File: config.mk
export PLATFORM = sky130hd
export DESIGN_NAME = boot_cs_decoder
export DESIGN_NICKNAME = d
export VERILOG_FILES = /design/src/rtl/boot_cs_decoder_pkg.sv /design/src/rtl/strap_capture.sv /design/src/rtl/mirror_ctrl.sv /design/src/rtl/cs_region_decode.sv /design/src/rtl/cs_drive.sv /design/src/rtl/boot_cs_decoder.sv
export SDC_FILE = /design/constraint.sdc
export NUM_CORES = 1
export LEC_CHECK = 0
export ABC_CLOCK_PERIOD_IN_PS = 1200
export BUFFER_PORTS_ARGS = -buffer_cell sky130_fd_sc_hd__buf_2
export CAP_MARGIN = 15
export CORE_UTILIZATION = 33
export CTS_CLUSTER_SIZE = 10
export DETAILED_ROUTE_END_ITERATION = 6
export PLACE_DENSITY = 0.8
export SETUP_SLACK_MARGIN = 0.02
export SYNTH_ARGS = -nofsm -noshare
export SYNTH_HDL_FRONTEND = slang
export SYNTH_SLANG_ARGS = --single-unit
File: constraint.sdc
create_clock -name clk -period 1.2 [get_ports clk]
set_input_delay 0.24 -clock clk [delete_from_list [all_inputs] [get_ports clk]]
set_output_delay 0.24 -clock clk [all_outputs]
set_load 0.02 [all_outputs]
File: src/rtl/boot_cs_decoder_pkg.sv
package boot_cs_decoder_pkg;

  typedef enum logic [1:0] {
    WIDTH_8  = 2'b00,
    WIDTH_16 = 2'b01,
    WIDTH_32 = 2'b10
  } cs_width_e;

  typedef struct packed {
    logic      cs_high;
    logic      be_high;
    cs_width_e width;
    logic      width_bad;
  } strap_cfg_t;

endpackage

File: src/rtl/strap_capture.sv
module strap_capture
  import boot_cs_decoder_pkg::*;
(
  input  logic       clk,
  input  logic       rst,
  input  logic       pin_cs_pol_i,
  input  logic       pin_be_pol_i,
  input  logic [1:0] pin_width_i,
  output strap_cfg_t cfg_o
);

  strap_cfg_t cfg_q;

  // Follows the pins while reset is held; keeps the last sample afterwards.
  always_ff @(posedge clk) begin
    if (rst) begin
      cfg_q.cs_high   <= ~pin_cs_pol_i;
      cfg_q.be_high   <= ~pin_be_pol_i;
      cfg_q.width_bad <= &pin_width_i;
      case (pin_width_i)
        2'b00:   cfg_q.width <= WIDTH_8;
        2'b01:   cfg_q.width <= WIDTH_16;
        default: cfg_q.width <= WIDTH_32;
      endcase
    end
  end

  assign cfg_o = cfg_q;

endmodule

File: src/rtl/mirror_ctrl.sv
module mirror_ctrl (
  input  logic clk,
  input  logic rst,
  input  logic pin_boot_flash_i,
  input  logic clear_i,
  output logic mirror_o
);

  logic mirror_q;

  always_ff @(posedge clk) begin
    if (rst)          mirror_q <= pin_boot_flash_i;
    else if (clear_i) mirror_q <= 1'b0;
  end

  assign mirror_o = mirror_q;

endmodule

File: src/rtl/cs_region_decode.sv
module cs_region_decode #(
  parameter int          ADDR_W   = 32,
  parameter int          WIN_W    = 28,
  parameter int          N_STA    = 4,
  parameter int          N_DYN    = 4,
  parameter int          STA_BASE = 4,
  parameter int          DYN_BASE = 0,
  parameter int          MIR_TGT  = 1,
  parameter logic [31:0] CS_EN    = 32'h0000_00FF
) (
  input  logic              valid_i,
  input  logic [ADDR_W-1:0] addr_i,
  input  logic              mirror_i,
  output logic [N_STA-1:0]  st_hit_o,
  output logic [N_DYN-1:0]  dy_hit_o,
  output logic              miss_o
);

  logic [ADDR_W-1:0] win_idx;
  logic [N_STA-1:0]  st_raw;
  logic [N_DYN-1:0]  dy_raw;
  logic              boot_win;

  assign win_idx  = addr_i >> WIN_W;
  assign boot_win = valid_i && (win_idx == ADDR_W'(DYN_BASE));

  for (genvar i = 0; i < N_STA; i++) begin : g_sta
    assign st_raw[i] = valid_i && CS_EN[i] && (win_idx == ADDR_W'(STA_BASE + i));
    if (i == MIR_TGT) begin : g_tgt
      assign st_hit_o[i] = st_raw[i] | (mirror_i & boot_win);
    end else begin : g_plain
      assign st_hit_o[i] = st_raw[i];
    end
  end

  for (genvar j = 0; j < N_DYN; j++) begin : g_dyn
    assign dy_raw[j] = valid_i && CS_EN[N_STA + j] && (win_idx == ADDR_W'(DYN_BASE + j));
    if (j == 0) begin : g_src
      assign dy_hit_o[j] = dy_raw[j] & ~mirror_i;
    end else begin : g_plain
      assign dy_hit_o[j] = dy_raw[j];
    end
  end

  assign miss_o = valid_i && !(|st_hit_o) && !(|dy_hit_o);

endmodule

File: src/rtl/cs_drive.sv
module cs_drive #(
  parameter int N = 8
) (
  input  logic         clk,
  input  logic         rst,
  input  logic [N-1:0] sel_i,
  input  logic         miss_i,
  input  logic [N-1:0] act_high_i,
  output logic [N-1:0] lvl_o,
  output logic         err_o
);

  logic [N-1:0] sel_q;
  logic         err_q;

  always_ff @(posedge clk) begin
    if (rst) begin
      sel_q <= '0;
      err_q <= 1'b0;
    end else begin
      sel_q <= sel_i;
      err_q <= miss_i;
    end
  end

  for (genvar k = 0; k < N; k++) begin : g_pol
    assign lvl_o[k] = act_high_i[k] ? sel_q[k] : ~sel_q[k];
  end

  assign err_o = err_q;

endmodule

File: src/rtl/boot_cs_decoder.sv
module boot_cs_decoder
  import boot_cs_decoder_pkg::*;
#(
  parameter int          ADDR_W   = 32,
  parameter int          WIN_W    = 28,
  parameter int          N_STA    = 4,
  parameter int          N_DYN    = 4,
  parameter int          STA_BASE = 4,
  parameter int          DYN_BASE = 0,
  parameter int          MIR_TGT  = 1,
  parameter logic [31:0] CS_EN    = 32'h0000_00FF
) (
  input  logic              clk,
  input  logic              rst,
  input  logic              req_valid_i,
  input  logic [ADDR_W-1:0] req_addr_i,
  input  logic              mirror_off_i,
  input  logic              pin_cs1_pol_i,
  input  logic              pin_cs1_be_pol_i,
  input  logic [1:0]        pin_cs1_width_i,
  input  logic              pin_boot_flash_i,
  output logic [N_STA-1:0]  st_cs_o,
  output logic [N_DYN-1:0]  dy_cs_o,
  output logic              dec_err_o,
  output logic              mirror_on_o,
  output logic              st1_cs_high_o,
  output logic              st1_be_high_o,
  output logic [1:0]        st1_width_o,
  output logic              cfg_err_o
);

  localparam int N_CS = N_STA + N_DYN;

  strap_cfg_t       cfg;
  logic             mirror;
  logic [N_STA-1:0] st_hit;
  logic [N_DYN-1:0] dy_hit;
  logic             miss;
  logic [N_CS-1:0]  act_high;
  logic [N_CS-1:0]  lvl;

  strap_capture u_strap (
    .clk          (clk),
    .rst          (rst),
    .pin_cs_pol_i (pin_cs1_pol_i),
    .pin_be_pol_i (pin_cs1_be_pol_i),
    .pin_width_i  (pin_cs1_width_i),
    .cfg_o        (cfg)
  );

  mirror_ctrl u_mirror (
    .clk              (clk),
    .rst              (rst),
    .pin_boot_flash_i (pin_boot_flash_i),
    .clear_i          (mirror_off_i),
    .mirror_o         (mirror)
  );

  cs_region_decode #(
    .ADDR_W   (ADDR_W),
    .WIN_W    (WIN_W),
    .N_STA    (N_STA),
    .N_DYN    (N_DYN),
    .STA_BASE (STA_BASE),
    .DYN_BASE (DYN_BASE),
    .MIR_TGT  (MIR_TGT),
    .CS_EN    (CS_EN)
  ) u_decode (
    .valid_i  (req_valid_i),
    .addr_i   (req_addr_i),
    .mirror_i (mirror),
    .st_hit_o (st_hit),
    .dy_hit_o (dy_hit),
    .miss_o   (miss)
  );

  // Only the boot target takes a strap-selected polarity.
  for (genvar k = 0; k < N_CS; k++) begin : g_act
    if (k == MIR_TGT) begin : g_strap
      assign act_high[k] = cfg.cs_high;
    end else begin : g_low
      assign act_high[k] = 1'b0;
    end
  end

  cs_drive #(
    .N (N_CS)
  ) u_drive (
    .clk        (clk),
    .rst        (rst),
    .sel_i      ({dy_hit, st_hit}),
    .miss_i     (miss),
    .act_high_i (act_high),
    .lvl_o      (lvl),
    .err_o      (dec_err_o)
  );

  assign st_cs_o       = lvl[N_STA-1:0];
  assign dy_cs_o       = lvl[N_CS-1:N_STA];
  assign mirror_on_o   = mirror;
  assign st1_cs_high_o = cfg.cs_high;
  assign st1_be_high_o = cfg.be_high;
  assign st1_width_o   = cfg.width;
  assign cfg_err_o     = cfg.width_bad;

endmodule

== Word-level counts from Yosys, hierarchy flattened ==
Index checks and enable logic that the tools add are counted.
Cells by class
  equal/unequal tests: 8
  reduce and logical (&&, ||, !) cells: 18
  muxes and demuxes: 4
  bitwise logic cells: 14
Operators with widths (count)
  32-bit logical NOT: 1
  4-bit by 3-bit equality test with 1-bit output (second input constant): 4
  1-bit inverter: 11
  1-bit logical AND: 10
  4-bit by 2-bit equality test with 1-bit output (second input constant): 2
  4-bit OR reduction: 2
  4-bit by 1-bit equality test with 1-bit output (second input constant): 1
  2-bit case mux with 2 select lines: 1
  1-bit two-way mux: 3
  1-bit bitwise AND: 2
  2-bit by 1-bit equality test with 1-bit output (second input constant): 1
  1-bit logical NOT: 2
  2-bit logical NOT: 1
  2-bit AND reduction: 1
  2-bit nonzero test: 1
  1-bit OR: 1
Storage, ports and cells
  output and inout port bits: 15
  word-level logic and storage cells: 51
  bits in registers: 15
  bits of input ports: 41

== Logic depth before layout (Yosys ltp) ==
  word-level depth: 8
  depth in mapped cells: 2
  gate-level depth less buffers: 2

== Hierarchy ==
Synthesis repeated with hierarchy kept, for this count alone.
Unflattened totals
  cells, all modules: 56
  area, all modules: 624.3 um^2
Modules (own cells, without submodules)
  cs_drive: cells each 26, area each 306.5 um^2, times used 1
  strap_capture: cells each 10, area each 173.9 um^2, times used 1
  cs_region_decode: cells each 16, area each 97.6 um^2, times used 1
  mirror_ctrl: cells each 3, area each 42.5 um^2, times used 1
  boot_cs_decoder: cells each 1, area each 3.8 um^2, times used 1

== Least setup slack after synthesis ==
OpenSTA, ideal clock, no wires.
  path type: register to register
  from: register u_mirror.mirror_q (netlist: u_mirror.mirror_o)
  to: register u_drive.sel_q[1]
  setup slack: -0.020 ns
  cell stages (with the launch flop): 3
  data required time: 1.097 ns
  setup time: 0.103 ns
  path buffers: 0
  data arrival time: 1.116 ns
  path through: edfxtp_1 -> or3b_1 -> a2111oi_2
Between the ends
  longest elaborated chain between the ends: 2
Ends and longest elaborated chain
  from (decl): line mirror_ctrl.sv:9  | logic mirror_q;
  from (signal assigned): line mirror_ctrl.sv:12  | if (rst) mirror_q <= pin_boot_flash_i;
  1-bit bitwise AND: line cs_region_decode.sv:30  | assign st_hit_o[i] = st_raw[i] | (mirror_i & boot_win);
  1-bit OR: line cs_region_decode.sv:30
  to (signal assigned): line cs_drive.sv:21  | sel_q <= sel_i;
  to (decl): line cs_drive.sv:13  | logic [N-1:0] sel_q;
No other way between the ends.
A chain may end at the register's enable or synchronous reset.

== Final worst setup path ==
  from: register u_strap.cfg_q, in the netlist u_strap.cfg_o[4]
  to: output port st_cs_o[1]
Between the ends
  longest elaborated chain between the ends: 1
Ends and longest elaborated chain
  from (decl): line strap_capture.sv:12  | strap_cfg_t cfg_q;
  1-bit two-way mux: line cs_drive.sv:27  | assign lvl_o[k] = act_high_i[k] ? sel_q[k] : ~sel_q[k];
  to (decl): line boot_cs_decoder.sv:22  | output logic [N_STA-1:0] st_cs_o,
No other way between the ends.

==> flow_summary.yaml <==
grt:
  grt_pass1_wl_um: 1410
  grt_overflow: 0
  grt.total_usage_pct: 10.9
  grt_max_degree: 10
  antenna_found_initial: 0
  first_global_vias: 368
placed_design:
  finalWeightedCongestion: 0.753
  io_buffers: 27
  hpwl_um: 713
  placedInstanceArea_um2: 734
synthesis:
  synth_flop_cell: "dfxtp_1"
  synth_area_um2: 553
  synth.distinct_cells: 18
  synth_edf_count: 6
  syn_inst: 47
  syn-num-nets: 88
  avgSynthCellArea_um2: 11.8
  netlist.area_leader.share_pct: 32.6
  seq_area_frac_synth_pct: 65.2
  synth_area_leader_cell: "dfxtp_1"
  ys_top_cells_by_area: "dfxtp_1, edfxtp_1, inv_1, nor2_1, a2111oi_2"
  postSynth.asyncResetShare_pct: 0
  synth_warnings: 0
  synth-seq-cells: 15
floorplan:
  die_height_um: 42.9
  num_rows: 14
  dieArea_um2: 1840
  num_io_pins: 56
  core_um2: 1540
  initial_core_util_pct: 35.9
  die_width_um: 42.9
clock_tree:
  clkTransAtPathRegs_ns: 0.08
  worstSkewPairLatency_ns: 0.27
  cts.path.max_buffers: 2
  cts_buffers: 3
  cts_tree: "built"
  clockRootBuffer: "clkbuf_4"
  cts_num_sinks: 15
  cts_htree_levels: 1
  hold_buffers: 0
cells_and_area:
  area_delta_synth_final_pct: 42.8
  num-nets-final: 125
  final_area_um2: 790
  final_util_pct: 51.2
  drive_gt1_share_pct: 49.4
  diodes: 0
pwr:
  clock_power_share_pct: 28.1
  finalPower_uw: 972
  swShare_pct: 23.6
  power_frac_seq_pct: 57.4
  p_leak_nw: 0.336
  combPwrFrac_pct: 14.5
  powerDensity_nw_per_um2: 1230
  p_switching_uw: 229
  intPower_uw: 743
  ir_worst_vdd_uv: 652
worst_setup_path:
  end_kind: "output port"
  start_kind: "flip-flop"
  critical_path_class: "flip-flop to output port"
  required_ns: 0.96
  cp_max_fo: 2
  arrival_ns: 0.97
drt:
  viasPerCell: 4.37
  wl_um: 926
  antenna_left: 0
  vias: 433
  dr.pass1.iters: 4
  wire_per_inst_um: 9.35
  drc_errors: 0
  drt_iter0_drc: 2
timing:
  worst_pin_slew_ns: 0.262
  slew_headroom_pct: 82.5
  clock_skew_ns: 0.00524
  fmaxAchievable_mhz: 824
  setup_ws_ns: -0.0139
  setup_violations: 1
  fin_crit_ns: 1.21
  rsz0062_at_grt: "yes"
  drv_slew: 0
  hold_viol_final: 0
  fin_hold_ws_ns: 0.168
  setup_tns_ns: -0.0139
  finalCritPeriodShare_pct: 101
run_status:
  status: "finished, violations left"
  violations: "setup timing"
job:
  maxCapViolations: 0
hold_path:
  hold_class: "primary input to flip-flop"
-- layer usage --
| layer | global-route usage [%] | wire, um |
|---|---|---|
| met5 | 0 | 0 |
| met2 | 20.6 | 518 |
| met1 | 9.97 | 346 |
| met4 | 7.27 | 19 |
| met3 | 2.55 | 41 |
-- cell usage in the layout, fill, tap and decap left out, drive strengths merged, types with 2 or more instances in the layout --
cell type / instances
buf: 33
inv: 10
dfxtp: 9
edfxtp: 6
nor2: 5
clkbuf: 3
and2: 2
nand2: 2
nand2b: 2
-- critical path: stages (launching register included) --
cell      delay (ns)
edfxtp_1        0.40
xnor2_1         0.15
buf_4           0.16
-- final cells by class --
type	instances	area [um^2]
Clock buffer	3	22.5
Clock inverter	1	5.00
Fill cell	151	752
Inverter	10	37.5
Multi-Input combinational cell	21	151
Sequential cell	15	360
Tap cell	16	20.0
Timing Repair Buffer	33	193
-- cell families after synthesis --
group,after synthesis,share of synthesized area (%)
and+or+nand+nor,19,23.1
DFF,15,65.2
buffers and inverters,11,7.47
AOI/OAI and AO/OA,1,2.71
xor gates and xnor gates,1,1.58
-- cells in the mapped netlist (2+ instances only) --
cell type / n
inv_1: 10
dfxtp_1: 9
nand2_1: 2
and2_1: 2
nand2b_1: 2
nor2_1: 5
edfxtp_1: 6
-- worst paths after layout --
check                     startpoint               end  slack (ns)  cells past startpoint
setup / recovery    u_strap.cfg_o[4]        st_cs_o[1]       -0.01                      2
hold / removal    pin_cs1_width_i[1]  u_strap.cfg_o[2]        0.17                      1
setup reg to reg   u_mirror.mirror_o  u_drive.sel_q[1]        0.05                      2
hold reg to reg    u_mirror.mirror_o  u_drive.sel_q[1]        0.72                      2
-- power groups by stage --
stage,Sequential [mW],Clock [mW],Combinational [mW]
after floorplan,0.595,0,0.0326
after global placement,0.569,0,0.123
after detailed placement,0.570,0,0.125
after CTS,0.559,0.293,0.135
after global routing,0.560,0.319,0.152
final,0.558,0.273,0.141
-- state kept, by name (all words and copies together) (netlist names) --
signal / cells
u_drive.err_o: 1
u_mirror.mirror_o: 1
u_strap.cfg_o: 5
u_drive.sel_q: 8
-- metrics by stage --
| stage | worst slack, ns | cells |
|---|---|---|
| after floorplan | -0.0196 | 47 |
| after global placement | 0.0145 | 93 |
| after detailed placement | 0.0329 | 93 |
| after CTS | -0.0469 | 98 |
| after global routing | -0.0780 | 99 |
| final | -0.0139 | 99 |
-- repair_timing --
action / CTS / global route
setup buffers: 1 / 1
setup endpoints to repair: 2 / 3
gates resized for setup: 3 / 1
pin swaps: 1 / 0
No activity file was read; power rests on OpenSTA's default activity.
